$ cat src/rtl/ext_irq_pkg.sv
package ext_irq_pkg;

  typedef enum logic [1:0] {
    PM_RUN   = 2'b00,
    PM_SLEEP = 2'b01,
    PM_HALT  = 2'b10,
    PM_STOP  = 2'b11
  } pwr_mode_e;

  typedef enum logic [1:0] {
    TRG_FALL = 2'b00,
    TRG_RISE = 2'b01,
    TRG_LOW  = 2'b10,
    TRG_HIGH = 2'b11
  } trig_e;

  // Number of consecutive samples the filter needs in a given mode.
  function automatic int unsigned sample_limit(pwr_mode_e m, int unsigned run_n,
                                               int unsigned halt_n);
    return (m == PM_HALT) ? halt_n : run_n;
  endfunction

  // Whether a pin with this trigger may wake the device in this mode.
  function automatic logic may_wake(pwr_mode_e m, trig_e t);
    case (m)
      PM_SLEEP:        return 1'b1;
      PM_HALT, PM_STOP: return t[1];
      default:         return 1'b0;
    endcase
  endfunction

  function automatic int unsigned max_u(int unsigned a, int unsigned b);
    return (a > b) ? a : b;
  endfunction

endpackage

$ cat src/rtl/ext_irq_sync.sv
module ext_irq_sync #(
  parameter int unsigned STAGES = 2
) (
  input  logic clk,
  input  logic rst_n,
  input  logic d_in,
  output logic q_out
);
  logic [STAGES-1:0] chain;

  generate
    for (genvar s = 0; s < STAGES; s++) begin : g_stage
      if (s == 0) begin : g_first
        always_ff @(posedge clk or negedge rst_n) begin
          if (!rst_n) chain[0] <= 1'b0;
          else        chain[0] <= d_in;
        end
      end else begin : g_next
        always_ff @(posedge clk or negedge rst_n) begin
          if (!rst_n) chain[s] <= 1'b0;
          else        chain[s] <= chain[s-1];
        end
      end
    end
  endgenerate

  assign q_out = chain[STAGES-1];
endmodule

$ cat src/rtl/ext_irq_filter.sv
module ext_irq_filter #(
  parameter int unsigned CNT_W = 5
) (
  input  logic             clk,
  input  logic             rst_n,
  input  logic             s_in,
  input  logic [CNT_W-1:0] thr,
  output logic             filt,
  output logic             rise_evt,
  output logic             fall_evt
);
  logic [CNT_W-1:0] cnt;
  logic [CNT_W-1:0] cnt_nxt;
  logic             filt_prev;
  logic             differs;
  logic             run_done;

  assign differs  = (s_in != filt);
  assign cnt_nxt  = cnt + CNT_W'(1);
  assign run_done = differs && (cnt_nxt >= thr);

  always_ff @(posedge clk or negedge rst_n) begin
    if (!rst_n) begin
      cnt       <= '0;
      filt      <= 1'b0;
      filt_prev <= 1'b0;
    end else begin
      filt_prev <= filt;
      if (run_done) begin
        filt <= s_in;
        cnt  <= '0;
      end else if (differs) begin
        cnt <= cnt_nxt;
      end else begin
        cnt <= '0;
      end
    end
  end

  assign rise_evt = filt & ~filt_prev;
  assign fall_evt = ~filt & filt_prev;

  // the filtered level moves only at the end of a full run
  a_r1_change_needs_run: assert property (@(posedge clk) disable iff (!rst_n)
    (filt != $past(filt)) |-> ($past(cnt_nxt) >= $past(thr)));

  // a matching sample restarts the count
  a_r1_restart: assert property (@(posedge clk) disable iff (!rst_n)
    (s_in == filt) |=> (cnt == '0));
endmodule

$ cat src/rtl/ext_irq_qual.sv
module ext_irq_qual
  import ext_irq_pkg::*;
(
  input  logic  clk,
  input  logic  rst_n,
  input  logic  filt,
  input  logic  rise_evt,
  input  logic  fall_evt,
  input  trig_e trig,
  input  logic  en,
  input  logic  clr,
  output logic  hit,
  output logic  det,
  output logic  req
);
  always_comb begin
    case (trig)
      TRG_FALL: hit = fall_evt;
      TRG_RISE: hit = rise_evt;
      TRG_LOW:  hit = ~filt;
      default:  hit = filt;
    endcase
  end

  always_ff @(posedge clk or negedge rst_n) begin
    if (!rst_n) begin
      det <= 1'b0;
      req <= 1'b0;
    end else begin
      if (hit)      det <= 1'b1;
      else if (clr) det <= 1'b0;
      if (hit && en) req <= 1'b1;
      else if (clr)  req <= 1'b0;
    end
  end

  // a clear without a same-cycle trigger empties both flags
  a_r5_clear: assert property (@(posedge clk) disable iff (!rst_n)
    ($past(clr) && !$past(hit)) |-> (!det && !req));

  // the request flag needs the enable
  a_r6_req_needs_en: assert property (@(posedge clk) disable iff (!rst_n)
    $rose(req) |-> $past(en));

  // a request never stands without its detect
  a_r6_req_implies_det: assert property (@(posedge clk) disable iff (!rst_n)
    req |-> det);
endmodule

$ cat src/rtl/ext_irq_wake.sv
module ext_irq_wake
  import ext_irq_pkg::*;
#(
  parameter int unsigned NUM_PINS     = 8,
  parameter int unsigned SYNC_STAGES  = 2,
  parameter int unsigned RUN_SAMPLES  = 10,
  parameter int unsigned HALT_SAMPLES = 22
) (
  input  logic                  clk,
  input  logic                  rst_n,
  input  logic [NUM_PINS-1:0]   pin_in,
  input  logic [2*NUM_PINS-1:0] trig_mode,
  input  logic [NUM_PINS-1:0]   pin_en,
  input  logic [1:0]            pwr_mode,
  input  logic [NUM_PINS-1:0]   clr,
  output logic [NUM_PINS-1:0]   req_flag,
  output logic [NUM_PINS-1:0]   det_flag,
  output logic                  irq,
  output logic                  wake
);
  localparam int unsigned MAX_SAMPLES = max_u(RUN_SAMPLES, HALT_SAMPLES);
  localparam int unsigned CNT_W       = $clog2(MAX_SAMPLES + 1);

  pwr_mode_e            mode;
  logic [CNT_W-1:0]     thr;
  logic [NUM_PINS-1:0]  pin_s;
  logic [NUM_PINS-1:0]  filt;
  logic [NUM_PINS-1:0]  rise_evt;
  logic [NUM_PINS-1:0]  fall_evt;
  logic [NUM_PINS-1:0]  hit;
  logic [NUM_PINS-1:0]  wake_ok;
  logic [NUM_PINS-1:0]  level_mask;

  assign mode = pwr_mode_e'(pwr_mode);
  assign thr  = CNT_W'(sample_limit(mode, RUN_SAMPLES, HALT_SAMPLES));

  generate
    for (genvar i = 0; i < NUM_PINS; i++) begin : g_pin
      trig_e trig_i;
      assign trig_i        = trig_e'(trig_mode[2*i +: 2]);
      assign level_mask[i] = trig_i[1];
      assign wake_ok[i]    = may_wake(mode, trig_i);

      ext_irq_sync #(.STAGES(SYNC_STAGES)) u_sync (
        .clk   (clk),
        .rst_n (rst_n),
        .d_in  (pin_in[i]),
        .q_out (pin_s[i])
      );

      ext_irq_filter #(.CNT_W(CNT_W)) u_filt (
        .clk      (clk),
        .rst_n    (rst_n),
        .s_in     (pin_s[i]),
        .thr      (thr),
        .filt     (filt[i]),
        .rise_evt (rise_evt[i]),
        .fall_evt (fall_evt[i])
      );

      ext_irq_qual u_qual (
        .clk      (clk),
        .rst_n    (rst_n),
        .filt     (filt[i]),
        .rise_evt (rise_evt[i]),
        .fall_evt (fall_evt[i]),
        .trig     (trig_i),
        .en       (pin_en[i]),
        .clr      (clr[i]),
        .hit      (hit[i]),
        .det      (det_flag[i]),
        .req      (req_flag[i])
      );
    end
  endgenerate

  assign irq  = |req_flag;
  assign wake = |(req_flag & wake_ok);

  // run mode never requests a wake
  a_r8_run_no_wake: assert property (@(posedge clk) disable iff (!rst_n)
    (mode == PM_RUN) |-> !wake);

  // in HALT or STOP the wake comes from a level-triggered pin
  a_r8_level_only: assert property (@(posedge clk) disable iff (!rst_n)
    ((mode == PM_HALT || mode == PM_STOP) && wake) |-> ((req_flag & level_mask) != '0));

  // a wake always has a pending request behind it
  a_r7_wake_needs_irq: assert property (@(posedge clk) disable iff (!rst_n)
    wake |-> irq);
endmodule

$ cat config.mk
export PLATFORM = sky130hd
export DESIGN_NAME = ext_irq_wake
export DESIGN_NICKNAME = d
export VERILOG_FILES = /design/src/rtl/ext_irq_pkg.sv /design/src/rtl/ext_irq_sync.sv /design/src/rtl/ext_irq_filter.sv /design/src/rtl/ext_irq_qual.sv /design/src/rtl/ext_irq_wake.sv
export SDC_FILE = /design/constraint.sdc
export NUM_CORES = 1
export LEC_CHECK = 0
export CORE_UTILIZATION = 55
export DETAILED_ROUTE_END_ITERATION = 7
export GPL_TIMING_DRIVEN = 0
export PLACE_DENSITY = 0.79
export SLEW_MARGIN = 30
export SYNTH_ARGS = -nofsm -noshare
export SYNTH_HDL_FRONTEND = slang
export SYNTH_SLANG_ARGS = --single-unit
$ cat constraint.sdc
create_clock -name clk -period 2.6 [get_ports clk]
set_clock_uncertainty 0.15 [all_clocks]
set_input_delay 0.52 -clock clk [delete_from_list [all_inputs] [get_ports clk]]
set_output_delay 0.52 -clock clk [all_outputs]
set_load 0.02 [all_outputs]
* Word level (Yosys, flattened, before mapping)
Cells that the tools add are included.
Word-level totals: flip-flop bits (word level) 88, input port bits 44, output and inout port bits 18, logic and storage cells 232
Operators by class: add/subtract/negate cells 8, $lt $le $gt $ge 8, equal/unequal tests 27, mux-type cells 57, bitwise logic cells 33, reduce and logical (&&, ||, !) cells 43
Operators by type and width (count):
- $mux 5 | 17
- $add 5x1->5 const B | 8
- $ge 5x5->1 | 8
- $reduce_bool 2->1 | 16
- $mux 1 | 24
- $pmux 1 s3 | 8
- $eq 2x2->1 const B | 10
- $eq 2x1->1 const B | 9
- $and 1x1->1 | 16
- $logic_and 1x1->1 | 16
- $logic_not 2->1 | 8
- $not 1->1 | 16
- $pmux 1 s2 | 8
- $reduce_or 8->1 | 2
- $and 8x8->8 | 1
- $ne 1x1->1 | 8
- $reduce_or 2->1 | 1

* Depth between registers and ports, before layout
Gate-level depths: netlist (run 1).
word-level depth 5, depth in mapped cells 8, gate-level depth less buffers 8

* By module
Synthesis (run 1) repeated with hierarchy kept, for this count alone.
Unflattened totals: cells, all modules 456, area total of the unflattened synthesis 5193.7 um^2
Modules (own cells, without submodules):
- ext_irq_filter | times used 8, cells an instance 42, area each 465.4 um^2, sequential area each 175.2 um^2
- ext_irq_qual | times used 8, cells an instance 11, area each 121.4 um^2, sequential area each 50.0 um^2
- ext_irq_sync | times used 8, cells an instance 2, area each 50.0 um^2, sequential area each 50.0 um^2
- ext_irq_wake | times used 1, cells an instance 16, area each 98.8 um^2, sequential area each 0.0 um^2

* Least setup slack after synthesis (run 1)
Ideal clock, no wire load.
path kind input to register, start input pwr_mode[1], end register g_pin[7].u_filt.filt, setup time 0.125 ns, arrival time 2.342 ns, data required time 2.325 ns, slack -0.017 ns, stages on the path 6, buffers on the path 0, cells stage by stage nor2b_1 inv_1 ha_1 a2111oi_4 nor2_1 mux2_4
On the way: cells in the longest elaborated chain, start to end 4
RTL lines:
- start: declaration | RTL line ext_irq_wake.sv:14 | input logic [1:0] pwr_mode,
- $eq 2x2->1 | RTL line ext_irq_pkg.sv:20 | return (m == PM_HALT) ? halt_n : run_n;
- $mux 5 | RTL line ext_irq_pkg.sv:20
- $ge 5x5->1 | RTL line ext_irq_filter.sv:20 | assign run_done = differs && (cnt_nxt >= thr);
- $logic_and 1x1->1 | RTL line ext_irq_filter.sv:20
- end signal: assignment | RTL line ext_irq_filter.sv:30 | filt <= s_in;
- end: declaration | RTL line ext_irq_filter.sv:8 | output logic filt,
No other way between the ends. A chain may end at the register's enable or synchronous reset.

* Worst setup path in the final report (run 1)
start input pwr_mode[0], end register g_pin[0].u_filt.filt
On the way: cells in the longest elaborated chain, start to end 4
RTL lines (RTL line):
- $eq 2x2->1 | ext_irq_pkg.sv:20
- $mux 5 | ext_irq_pkg.sv:20
- $ge 5x5->1 | ext_irq_filter.sv:20
- $logic_and 1x1->1 | ext_irq_filter.sv:20
- end signal: assignment | ext_irq_filter.sv:30
- end: declaration | ext_irq_filter.sv:8
No other way between the ends.

==> impl_summary.md, run 1 <==
Floorplan
The die is 92.05 microns wide. The die covers 8472 sq um. Once the floorplan was initialized, standard cells occupied 57.41% of the core. The core region is 7767 sq um. From bottom edge to top edge, the die measures 92.05 microns. The cell row count is 32. The number of top-level design ports is 62.

Synth
The cell count after synthesis came out at 367. The combined area of all synthesized cells is 4459 sq um. The average size of a mapped cell is 12.15 sq um. Ranked by total cell area, the synthesized netlist is headed by sky130_fd_sc_hd__dfrtp_1 (49%), sky130_fd_sc_hd__ha_1 (11%), sky130_fd_sc_hd__a2111oi_4 (4.9%).

The number of nets in the synthesized netlist is 451. The number of distinct library cells after synthesis is 27. The synthesized design spends more area on one cell type than any other, namely sky130_fd_sc_hd__dfrtp_1. The share of synthesized area occupied by flip-flops and latches is 49.38%. The synthesis warning total is 0. The flop and latch count out of synthesis is 88. The area fraction of the dominant cell type after synthesis is 49.38%.

Pwr
The reported leakage power is 2.592 nW. Total power for the finished layout comes to 5.362 mW. The maximum ir drop on the vdd rail is 0.0004787 V. The total power per unit cell area is 978.7 nW/um^2.

Global route
The number of antenna violations at the first check in global routing is 0. Global routing consumed, over all layers together, 21.33% of the routing resources. The number of global-route vias before repair is 3,001. The total overflow left after global routing is 0. The first global-routing pass estimated 13,940 microns of wire. The routing usage on met3 is 3.317%. After global routing, the most crowded layer is met2. Entering global routing, the biggest net connects 66 pins.

For met2 alone, demand over resource in global routing was 36.01%. Global routing consumed, on the met1 layer, 27.50% of the routing resources.

Finish
In the final layout, the share of cells above drive strength 1 is 14.70%. In the layout the commonest cells are sky130_fd_sc_hd__dfrtp_1 (88), sky130_fd_sc_hd__clkdlybuf4s50_1 (57), sky130_fd_sc_hd__nor2_1 (41). 0 antenna diodes ended up in the layout. The net count of the finished layout is 528. The relative area change from synthesis to final layout is 22.87%. The most frequent standard cell in the layout excluding fill and tap cells is sky130_fd_sc_hd__dfrtp_1.

The core occupancy in the finished layout is 70.54%.

STA
The tightest hold margin is 0.2042 ns. In the final timing run, aggregate negative setup slack is 0 ns. Setup repair after global routing left no endpoint under its margin. The clock period could shrink to 2.505 ns. The worst-case headroom to the max-slew limit is 72.96%.

The final-report max-slew violation count is 0. The share of the clock period used by the worst path after layout is 96.35%. At the pin with the least slew margin, the transition time is 0.4030 ns. The final setup violation count is 0. Once routing completed, OpenROAD measured the worst setup slack at 0.09487 ns.

The fmax is 399.2 MHz. The hold violation total from the final report is 0.

Setup path
The capture point of the worst reg-to-reg path is g_pin[6].u_filt.filt. The worst setup path is of the in2reg kind. The worst reg-to-reg path cell count is 6. The critical path data required time is 2.69 ns. STA classifies the critical path startpoint as a primary input. The arrival time of data at the critical path endpoint is 2.59 ns. The reg-to-reg startpoint is g_pin[6].u_filt.cnt[0]. The flop-to-flop setup slack is 0.42 ns. In this run the worst path has a maximum fanout of 13. STA classifies the critical path endpoint as a flip-flop.

CTS
Clock-pin slew was measured on the worst setup and hold paths at 0.08 ns. The total number of H-tree levels is 3. The number of clock buffers inserted by TritonCTS is 9. The number of clock sinks is 88.

The clock tree from TritonCTS is done. The maximum count of clock buffers along a single path is 2. The clock root buffer is sky130_fd_sc_hd__clkbuf_8. The clock latency of the later-clocked register in the worst-skew pair is 0.35 ns.

Outcome
The run finished with clean final reports.

Place
In this run the tool buffered the top-level ports with 61 buffer cells. The HPWL after detailed placement is 5879 microns. The post-placement setup slack is -0.9747 ns. The final weighted congestion in routability-driven placement is 0.7865.

Worst hold path
The number of cells traversed by the worst hold path is 0. The startpoint identified for the worst hold timing path is g_pin[1].u_sync.chain[0]. The destination of the worst hold path is g_pin[1].u_sync.q_out. The class of the tightest hold or removal check is reg2reg.

Detailed routing
The detail route stage leaves a number of antenna-violating nets equal to 0. For this block, the routed nets add up to 8048 microns of wire. The count of vias placed by the detailed router is 2,875.

For this block, the initial DRC count from the detailed router was 123. The post-route DRC violation count is 0. The number of vias per cell is 5.218.

The first-pass iteration count of the detailed router is 5. In the final routed layout, each cell accounts on average for 14.61 microns.

Job
The tool flagged a number of max-cap violations equal to 0.
## per-layer routing
metal,vias to the layer above,routed length [microns]
li1,1399,-
met1,1397,3627
met2,65,3955
met3,14,304
met4,0,161
met5,-,0
## critical path: stages
cell and delay (ns):
sky130_fd_sc_hd__clkdlybuf4s50_1 0.47, sky130_fd_sc_hd__nor2b_4 0.21, sky130_fd_sc_hd__clkinvlp_4 0.12, sky130_fd_sc_hd__buf_4 0.21, sky130_fd_sc_hd__ha_1 0.33, sky130_fd_sc_hd__a2111oi_4 0.32
sky130_fd_sc_hd__nor2_1 0.11, sky130_fd_sc_hd__mux2_4 0.30
## final cells by class
type	count	area [sq um]
buffer	16	120.1
timing repair buffer	66	671.9
clock buffer	9	123.9
fill	546	2288
sequential	88	2202
tap	102	127.6
clock inverter	7	72.57
multi-input combinational	244	2086
inverter	19	75.07
## synth_stat cells
cell type	n
sky130_fd_sc_hd__a222oi_1	1
sky130_fd_sc_hd__a22o_1	8
sky130_fd_sc_hd__xor2_1	17
sky130_fd_sc_hd__o21a_1	8
sky130_fd_sc_hd__a22oi_1	1
sky130_fd_sc_hd__o22ai_1	1
sky130_fd_sc_hd__nor4_1	1
sky130_fd_sc_hd__dfrtp_1	88
sky130_fd_sc_hd__nand2b_4	8
sky130_fd_sc_hd__o21ai_0	2
sky130_fd_sc_hd__o31ai_1	7
sky130_fd_sc_hd__a2111oi_4	8
sky130_fd_sc_hd__buf_4	16
sky130_fd_sc_hd__o21ai_1	8
sky130_fd_sc_hd__inv_1	19
sky130_fd_sc_hd__a21o_1	7
sky130_fd_sc_hd__a221oi_1	1
sky130_fd_sc_hd__xnor2_1	17
sky130_fd_sc_hd__nand2b_1	7
sky130_fd_sc_hd__mux2_4	8
sky130_fd_sc_hd__a31oi_1	1
sky130_fd_sc_hd__nand3_1	24
sky130_fd_sc_hd__ha_1	40
sky130_fd_sc_hd__nand2_1	2
sky130_fd_sc_hd__a21oi_1	1
sky130_fd_sc_hd__nor2b_1	25
sky130_fd_sc_hd__nor2_1	41
## kinds of logic (layout without fill, tap and decap cells)
kind of cell / count (synthesis) / in the layout / share of synthesized area (%)
xor+xnor: 34 / 34 / 6.678
simple gates: 108 / 108 / 13.41
compound gates: 54 / 54 / 12.32
mux: 8 / 8 / 2.694
fa+ha+maj: 40 / 40 / 11.22
buf+inv: 35 / 117 / 4.293
flops: 88 / 88 / 49.38
## worst max-delay path by stage
stage	from	endpoint
final	pwr_mode[0]	g_pin[0].u_filt.filt
after global routing	pwr_mode[0]	g_pin[7].u_filt.filt
after CTS	pwr_mode[1]	g_pin[7].u_filt.filt
after detailed placement	pwr_mode[1]	g_pin[2].u_filt.filt
after global placement	rst_n	g_pin[4].u_filt.filt
after floorplan	pwr_mode[1]	g_pin[7].u_filt.filt
## stage by stage
stage / instances / cell area (sq um)
floorplan: 367 / 4462
global placement: 530 / 5200
detailed placement: 531 / 5229
CTS: 551 / 5478
global route: 551 / 5479
finish: 551 / 5479
## timing repair
action | in CTS | in global routing
hold endpoints to repair | 23 | 0
hold buffers | 1 | 0
buffers inserted | 3 | 0
gates cloned | 0 | 0
gates resized for setup | 5 | 5
setup endpoints to repair | 50 | 40
## report_power, final
part / total, mW / internal (mW) / switching (mW)
Clock: 0.933 / 0.444 / 0.489
Sequential: 2.10 / 1.75 / 0.356
Combinational: 2.33 / 1.31 / 1.02
## registers in the layout, indices dropped and copies added, names as in the netlist
name / flops
g_pin.u_filt.cnt: 40
g_pin.u_sync.chain: 8
g_pin.u_qual.det: 8
g_pin.u_sync.q_out: 8
g_pin.u_filt.filt_prev: 8
g_pin.u_qual.req: 8
g_pin.u_filt.filt: 8
Note: power is estimated with default switching activity, not from simulation.
==> run 2, diff against run 1 <==
--- a/config.mk
+++ b/config.mk
@@ -5,10 +5,11 @@
 export SDC_FILE = /design/constraint.sdc
 export NUM_CORES = 1
 export LEC_CHECK = 0
-export CORE_UTILIZATION = 55
+export CORE_UTILIZATION = 50
 export DETAILED_ROUTE_END_ITERATION = 7
+export GPL_ROUTABILITY_DRIVEN = 0
 export GPL_TIMING_DRIVEN = 0
-export PLACE_DENSITY = 0.79
+export PLACE_DENSITY = 0.74
 export SLEW_MARGIN = 30
 export SYNTH_ARGS = -nofsm -noshare
 export SYNTH_HDL_FRONTEND = slang
==> impl_summary.md, run 2 (same netlist as run 1, synthesis figures left out) <==
Outcome
The run finished with clean final reports.

Setup path
The critical path class is in2reg. For the worst flop-to-flop path, the logic depth is 6. The worst setup path is launched from a primary input. The arrival time of data at the critical path endpoint is 2.58 ns.

The sort of element at the end of the critical path is a flip-flop. The reg-to-reg startpoint is g_pin[6].u_filt.cnt[0]. Data on the critical path is required at its endpoint by 2.69 ns. The worst register-to-register path has a setup slack of 0.44 ns. The cell at the slowest stage of the critical path is sky130_fd_sc_hd__clkdlybuf4s50_1. The capture point of the worst reg-to-reg path is g_pin[6].u_filt.filt. Walking the worst path, the cells encountered are clkdlybuf4s50_1, nor2b_4, clkinvlp_4, buf_4, ha_1, a2111oi_4, nor2_1, mux2_4.

Of all nets on the critical path, the largest fanout is 12. The largest stage delay on the critical path is 0.47 ns.

CTS
The total number of H-tree levels is 3. The maximum count of clock buffers along a single path is 2. The clock slew at the register clock pins of the worst setup and hold paths is 0.08 ns. The number of clock sinks is 88. The clock tree from TritonCTS is done.

Buffers inserted during clock tree synthesis total 9. At the later pin of the worst-skew pair, clock insertion delay measures 0.35 ns. The tree is rooted in a sky130_fd_sc_hd__clkbuf_8.

Finish
Cells with a size suffix above 1 make up 14.67% of the layout. The register with the most flip-flops in the layout has 40 of them. The most frequent standard cell in the layout excluding fill and tap cells is sky130_fd_sc_hd__dfrtp_1.

The core occupancy in the finished layout is 63.45%. The finished layout holds 558 standard cells, fillers aside. In the layout the commonest cells are sky130_fd_sc_hd__dfrtp_1 (87), sky130_fd_sc_hd__clkdlybuf4s50_1 (57), sky130_fd_sc_hd__nor2_1 (41).

The relative area change from synthesis to final layout is 23.48%. Counting flops per register, the top entry is g_pin.u_filt.cnt. The final layout contains 529 nets. The antenna diode count is 0.

The cell area after layout is 5507 sq um.

Detailed routing
The wire length reported by the detailed router is 7855 microns. The count of vias placed by the detailed router is 2,808. For this run, the detailed router's first-pass iteration total came to 4. Dividing the detail-routed wire length by the instance count gives 14.08 microns. The number of DRC violations after detailed-routing iteration 0 is 98.

The post-route DRC violation count is 0. Using the TritonRoute via totals, the vias-per-cell ratio works out to 5.032. The final antenna-violating net count is 0.

Place
The count of buffers inserted at the top-level ports is 61. The placed instance area is 5236 sq um. Before CTS, the worst setup slack after placement is -1.038 ns. The HPWL after detailed placement is 5714 microns.

The number of cells in the design after placement is 537.

STA
The worst-case headroom to the max-slew limit is 72.64%. For the pin with the worst max-slew slack, the measured transition is 0.4103 ns. The final-report max-slew violation count was 0. The worst path meets setup with 0.1086 ns of slack. The final setup violation count is 0.

Setup repair after global routing left no endpoint under its margin. The hold violation total from the final report is 0. The clock period could shrink to 2.491 ns. The share of the clock period used by the worst path after layout is 95.82%.

Timing would allow up to 401.4 MHz.

Floorplan
From bottom edge to top edge, the die measures 96.44 microns. In this run the count of I/O pins placed on the die edge is 62. The floorplan has 34 rows. The area of the die is 9301 sq um.

The total area inside the core boundary comes to 8678 sq um. The horizontal die dimension is 96.44 microns. The initial core utilization is 51.38%.

Job
Across the run, the number of max-cap violations was 0.

Pwr
The total power per unit cell area is 978.2 nW/um^2. The total power is 5.386 mW. VDD sags by at most 0.0003970 V. For this design the static power due to leakage is 2.606 nW.

Global route
The total global routing overflow is 0. The first global-routing pass estimated 13,320 microns of wire. The number of antenna violations at the first check in global routing was 0.

The number of global-route vias before repair came to 2,896. Entering global routing, the biggest net connects 47 pins. Across every metal layer, demand over resource in global routing totals 19.10%.

Worst hold path
The class of the tightest hold or removal check is reg2reg. The worst hold path startpoint is g_pin[3].u_sync.chain[0]. The worst hold path passes through 0 cells. The destination of the worst hold path is g_pin[3].u_sync.q_out.
run 2: cell count changes in the layout (fill, tap and decap cells not counted), sizes merged:
cell / change
clkinvlp: -2
clkbuf: +4
buf: +1
clkinv: -2
run 2: critical path, delay by kind of cell:
| family | cells | cell delay [ns] |
|---|---|---|
| buf+inv | 3 | 0.78 |
| fa+ha+maj | 1 | 0.34 |
| compound gates | 1 | 0.32 |
| simple gates | 2 | 0.30 |
| mux | 1 | 0.30 |
run 2: layout make-up:
cell class	count	area, sq um
multi-input cells	244	2095
flip-flops and latches	88	2203
fillers	702	3172
clock inverters	3	40.04
plain buffers	16	120.1
inverters	19	75.07
well taps	108	135.1
clock buffers	13	158.9
repair buffers	67	679.4
run 2: worst max-delay path by stage:
stage / from / to / slack (ns) / cells after the start
2_1_floorplan: pwr_mode[1] / g_pin[7].u_filt.filt / 0.18 / 6
3_3_place_gp: rst_n / g_pin[4].u_filt.filt / -2.27 / 1
3_5_place_dp: pwr_mode[1] / g_pin[4].u_filt.filt / -1.04 / 7
4_1_cts: g_pin[1].u_qual.req / irq / 0.002 / 3
5_1_grt: pwr_mode[0] / g_pin[6].u_filt.filt / 0.0007 / 8
6_report: pwr_mode[0] / g_pin[7].u_filt.filt / 0.11 / 8
run 2: metrics by stage:
stage                     hold slack [ns]  TNS, ns
after floorplan                   0.07441        0
after global placement             0.1848  -241.96
after detailed placement           0.1855   -44.76
after CTS                          0.2042        0
after global routing               0.2155        0
final                              0.2033        0
run 2: repair_timing:
action	4_1_cts	5_1_grt
pin swaps	0	1
resized for setup	5	7
hold buffers	1	0
setup endpoints to repair	50	36
setup buffers	3	1
endpoints found under the hold margin	42	0
run 2: layer usage:
metal	track usage (%)	vias up	wire length, microns
met4	7.721	0	137
met3	3.130	13	250
met2	32.04	48	3716
li1	-	1399	-
met5	0	-	0
met1	24.62	1348	3751
run 2: where the power goes:
| part | internal (mW) | leakage [nW] | switching [mW] |
|---|---|---|---|
| clock | 0.495 | 0.103 | 0.451 |
| sequential | 1.75 | 1.11 | 0.372 |
| combinational | 1.31 | 1.39 | 1.01 |
| total | 3.55 | 2.61 | 1.83 |
==> run 3, diff against run 2 <==
==> constraint.sdc (replaced) <==
create_clock -name clk -period 2.6 [get_ports clk]
set_clock_uncertainty 0.15 [all_clocks]
set_input_delay 0.52 -clock clk [delete_from_list [all_inputs] [get_ports clk]]
set_output_delay 0.52 -clock clk [all_outputs]
set_load 0.1 [all_outputs]
==> impl_summary.md, run 3 (same netlist as run 1, synthesis figures left out) <==
Outcome
The flow ran to the end, and the final reports show no timing, DRC or antenna violations.

STA
The worst path in the final design needs a cycle of 2.595 ns, including I/O delays and setup. Setup repair after global routing could not meet its margin everywhere. In the finished design, the share of the clock period the worst path needs comes to 99.79%. For the pin with the worst max-slew slack, the measured transition is 0.9602 ns. The hold violation total from the final report came to 0.

The fmax is 385.4 MHz. Setup violations remaining at the end of the flow were counted as 0. The final-report max-slew violation count is 0. The worst-case headroom to the max-slew limit is 36.24%.

Setup path
At the worst endpoint, the required time is 1.93 ns. The critical path is of the in2out type. The arrival time of data at the critical path endpoint is 1.92 ns. The sort of element at the end of the critical path is an output pin. Of all nets on the critical path, the largest fanout is 3. The worst setup path is launched from a primary input. The flop-to-flop setup slack is 0.38 ns. The worst reg-to-reg path cell count is 6.

CTS
The maximum count of clock buffers along a single path is 2. Buffers inserted during clock tree synthesis total 9. TritonCTS built the clock tree. Clock tree synthesis selected as its root buffer the cell sky130_fd_sc_hd__clkbuf_8.

Clock-pin slew was measured on the worst setup and hold paths at 0.08 ns. For the worst-skew pair, the clock arrives at the later sink with an insertion delay of 0.35 ns. The number of clock sinks is 88. The clock tree synthesis step divided the H-tree into 3 levels.

Floorplan
The die is 96.44 microns wide. The cell row count is 34. The placeable core area is 8678 sq um. The vertical extent of the die is 96.44 microns. The floorplan step defined a die boundary enclosing 9301 sq um. The initial core utilization is 51.38%.

The number of top-level design ports is 62.

Global route
The number of global-route vias before repair was 2,917. After global routing the overflow that remains totals 0. The wire length of the first global-routing pass is 13,280 microns. The number of antenna violations at the first check in global routing is 0. For this run, the total global-route usage over all layers was measured as 19.19%. Entering global routing, the biggest net connects 58 pins.

Job
The tool flagged a number of max-cap violations equal to 0.

Detailed routing
The final antenna-violating net count is 0. For this block, the via count after detailed routing is 2,847. The number of vias per cell is 5.111.

The wire length per cell is 14.56 microns. The number of DRC violations after detailed-routing iteration 0 is 67. The post-route DRC violation count is 0. The pre-antenna-repair detailed-routing pass consisted of 4 iterations. After detailed routing, the total wire length is 8110 microns.

Place
The HPWL after detailed placement is 5896 microns. In this run, placement finished with an instance count of 537. The count of buffers inserted at the top-level ports is 61.

Worst hold path
The number of cells traversed by the worst hold path is 0. The class of the tightest hold or removal check is reg2reg.

Finish
The area of the multi-input gates is 2108 sq um. The post-route non-filler standard cell count is 557. Leaving out fill and tap cells, the most frequent cells in the layout are sky130_fd_sc_hd__dfrtp_1 (88), sky130_fd_sc_hd__nor2_1 (41), sky130_fd_sc_hd__clkdlybuf4s50_1 (41). The filler cells instantiated in the layout total 701.

At the end of the flow, the number of nets in the layout was 528. 0 antenna diodes ended up in the layout. The register with the most flip-flops in the layout has 40 of them. The sequential cell area is 2202 sq um.

The proportion of layout cells with a drive suffix above 1 is 14.92%. The most frequent standard cell in the layout excluding fill and tap cells is sky130_fd_sc_hd__dfrtp_1. From synthesis to final layout, the design area changed by 23.93%. The register with the most flip-flops in the final layout is g_pin.u_filt.cnt. The core occupancy in the finished layout is 63.68%.

Pwr
Across the VDD grid, the largest voltage drop is 0.0007426 V. Dividing total power by cell area gives a power density of 1119 nW/um^2. The reported leakage power is 2.648 nW.
-- run 3: layout make-up --
class,instances,share of cell area [%]
Timing Repair Buffer,66,11.84
Buffer,16,2.173
Multi-Input combinational cell,244,38.15
Clock inverter,4,1.381
Sequential cell,88,39.85
Inverter,19,1.358
Tap cell,108,2.445
Clock buffer,12,2.807
-- run 3: metrics by stage --
step                      setup WS, ns  hold slack, ns  power, mW  instance area, sq um  setup TNS, ns
after CTS                     -0.04531          0.1969      6.254                  5524       -0.07703
after detailed placement       -0.9534          0.1855      5.211                  5256         -41.98
after floorplan                0.01170         0.07441      4.578                  4482              0
final                         0.005451          0.2000      6.186                  5527              0
after global routing          -0.01706          0.2105      6.541                  5527       -0.01706
after global placement          -2.303          0.1820      5.120                  5228        -243.60
-- run 3: repair_timing --
item,CTS,global route
pin swaps,1,2
buffers inserted,3,0
endpoints found under the setup margin,66,4
resized for setup,28,4
endpoints found under the hold margin,31,0
hold buffers,1,0
-- run 3: worst max-delay path, stage by stage --
cell	delay (ns)
sky130_fd_sc_hd__clkdlybuf4s50_1	0.45
sky130_fd_sc_hd__a222oi_1	0.59
sky130_fd_sc_hd__a31oi_4	0.16
sky130_fd_sc_hd__buf_8	0.20
-- run 3: power by group --
| part | switching (mW) | total (mW) | internal (mW) | leakage, nW |
|---|---|---|---|---|
| combinational | 1.76 | 3.00 | 1.24 | 1.42 |
| sequential | 0.367 | 2.11 | 1.75 | 1.11 |
| clock | 0.473 | 1.07 | 0.596 | 0.113 |
-- run 3: per-layer routing --
layer | vias to the layer above | global-route usage [%] | wire (microns) | share of wire (%)
met4 | 0 | 6.740 | 132 | 1.6
li1 | 1394 | - | - | -
met1 | 1392 | 22.99 | 3557 | 44
met3 | 11 | 5.164 | 295 | 3.6
met2 | 50 | 33.22 | 4125 | 51
met5 | - | 0 | 0 | 0
-- run 3: final timing paths --
path,from,end
worst max-delay path,trig_mode[1],wake
worst min-delay path,g_pin[6].u_sync.chain[0],g_pin[6].u_sync.q_out
worst max register to register,g_pin[3].u_filt.cnt[0],g_pin[3].u_filt.filt
worst min register to register,g_pin[6].u_sync.chain[0],g_pin[6].u_sync.q_out
max in group asynchronous,rst_n,g_pin[1].u_filt.filt_prev
min in group asynchronous,rst_n,g_pin[6].u_filt.cnt[1]
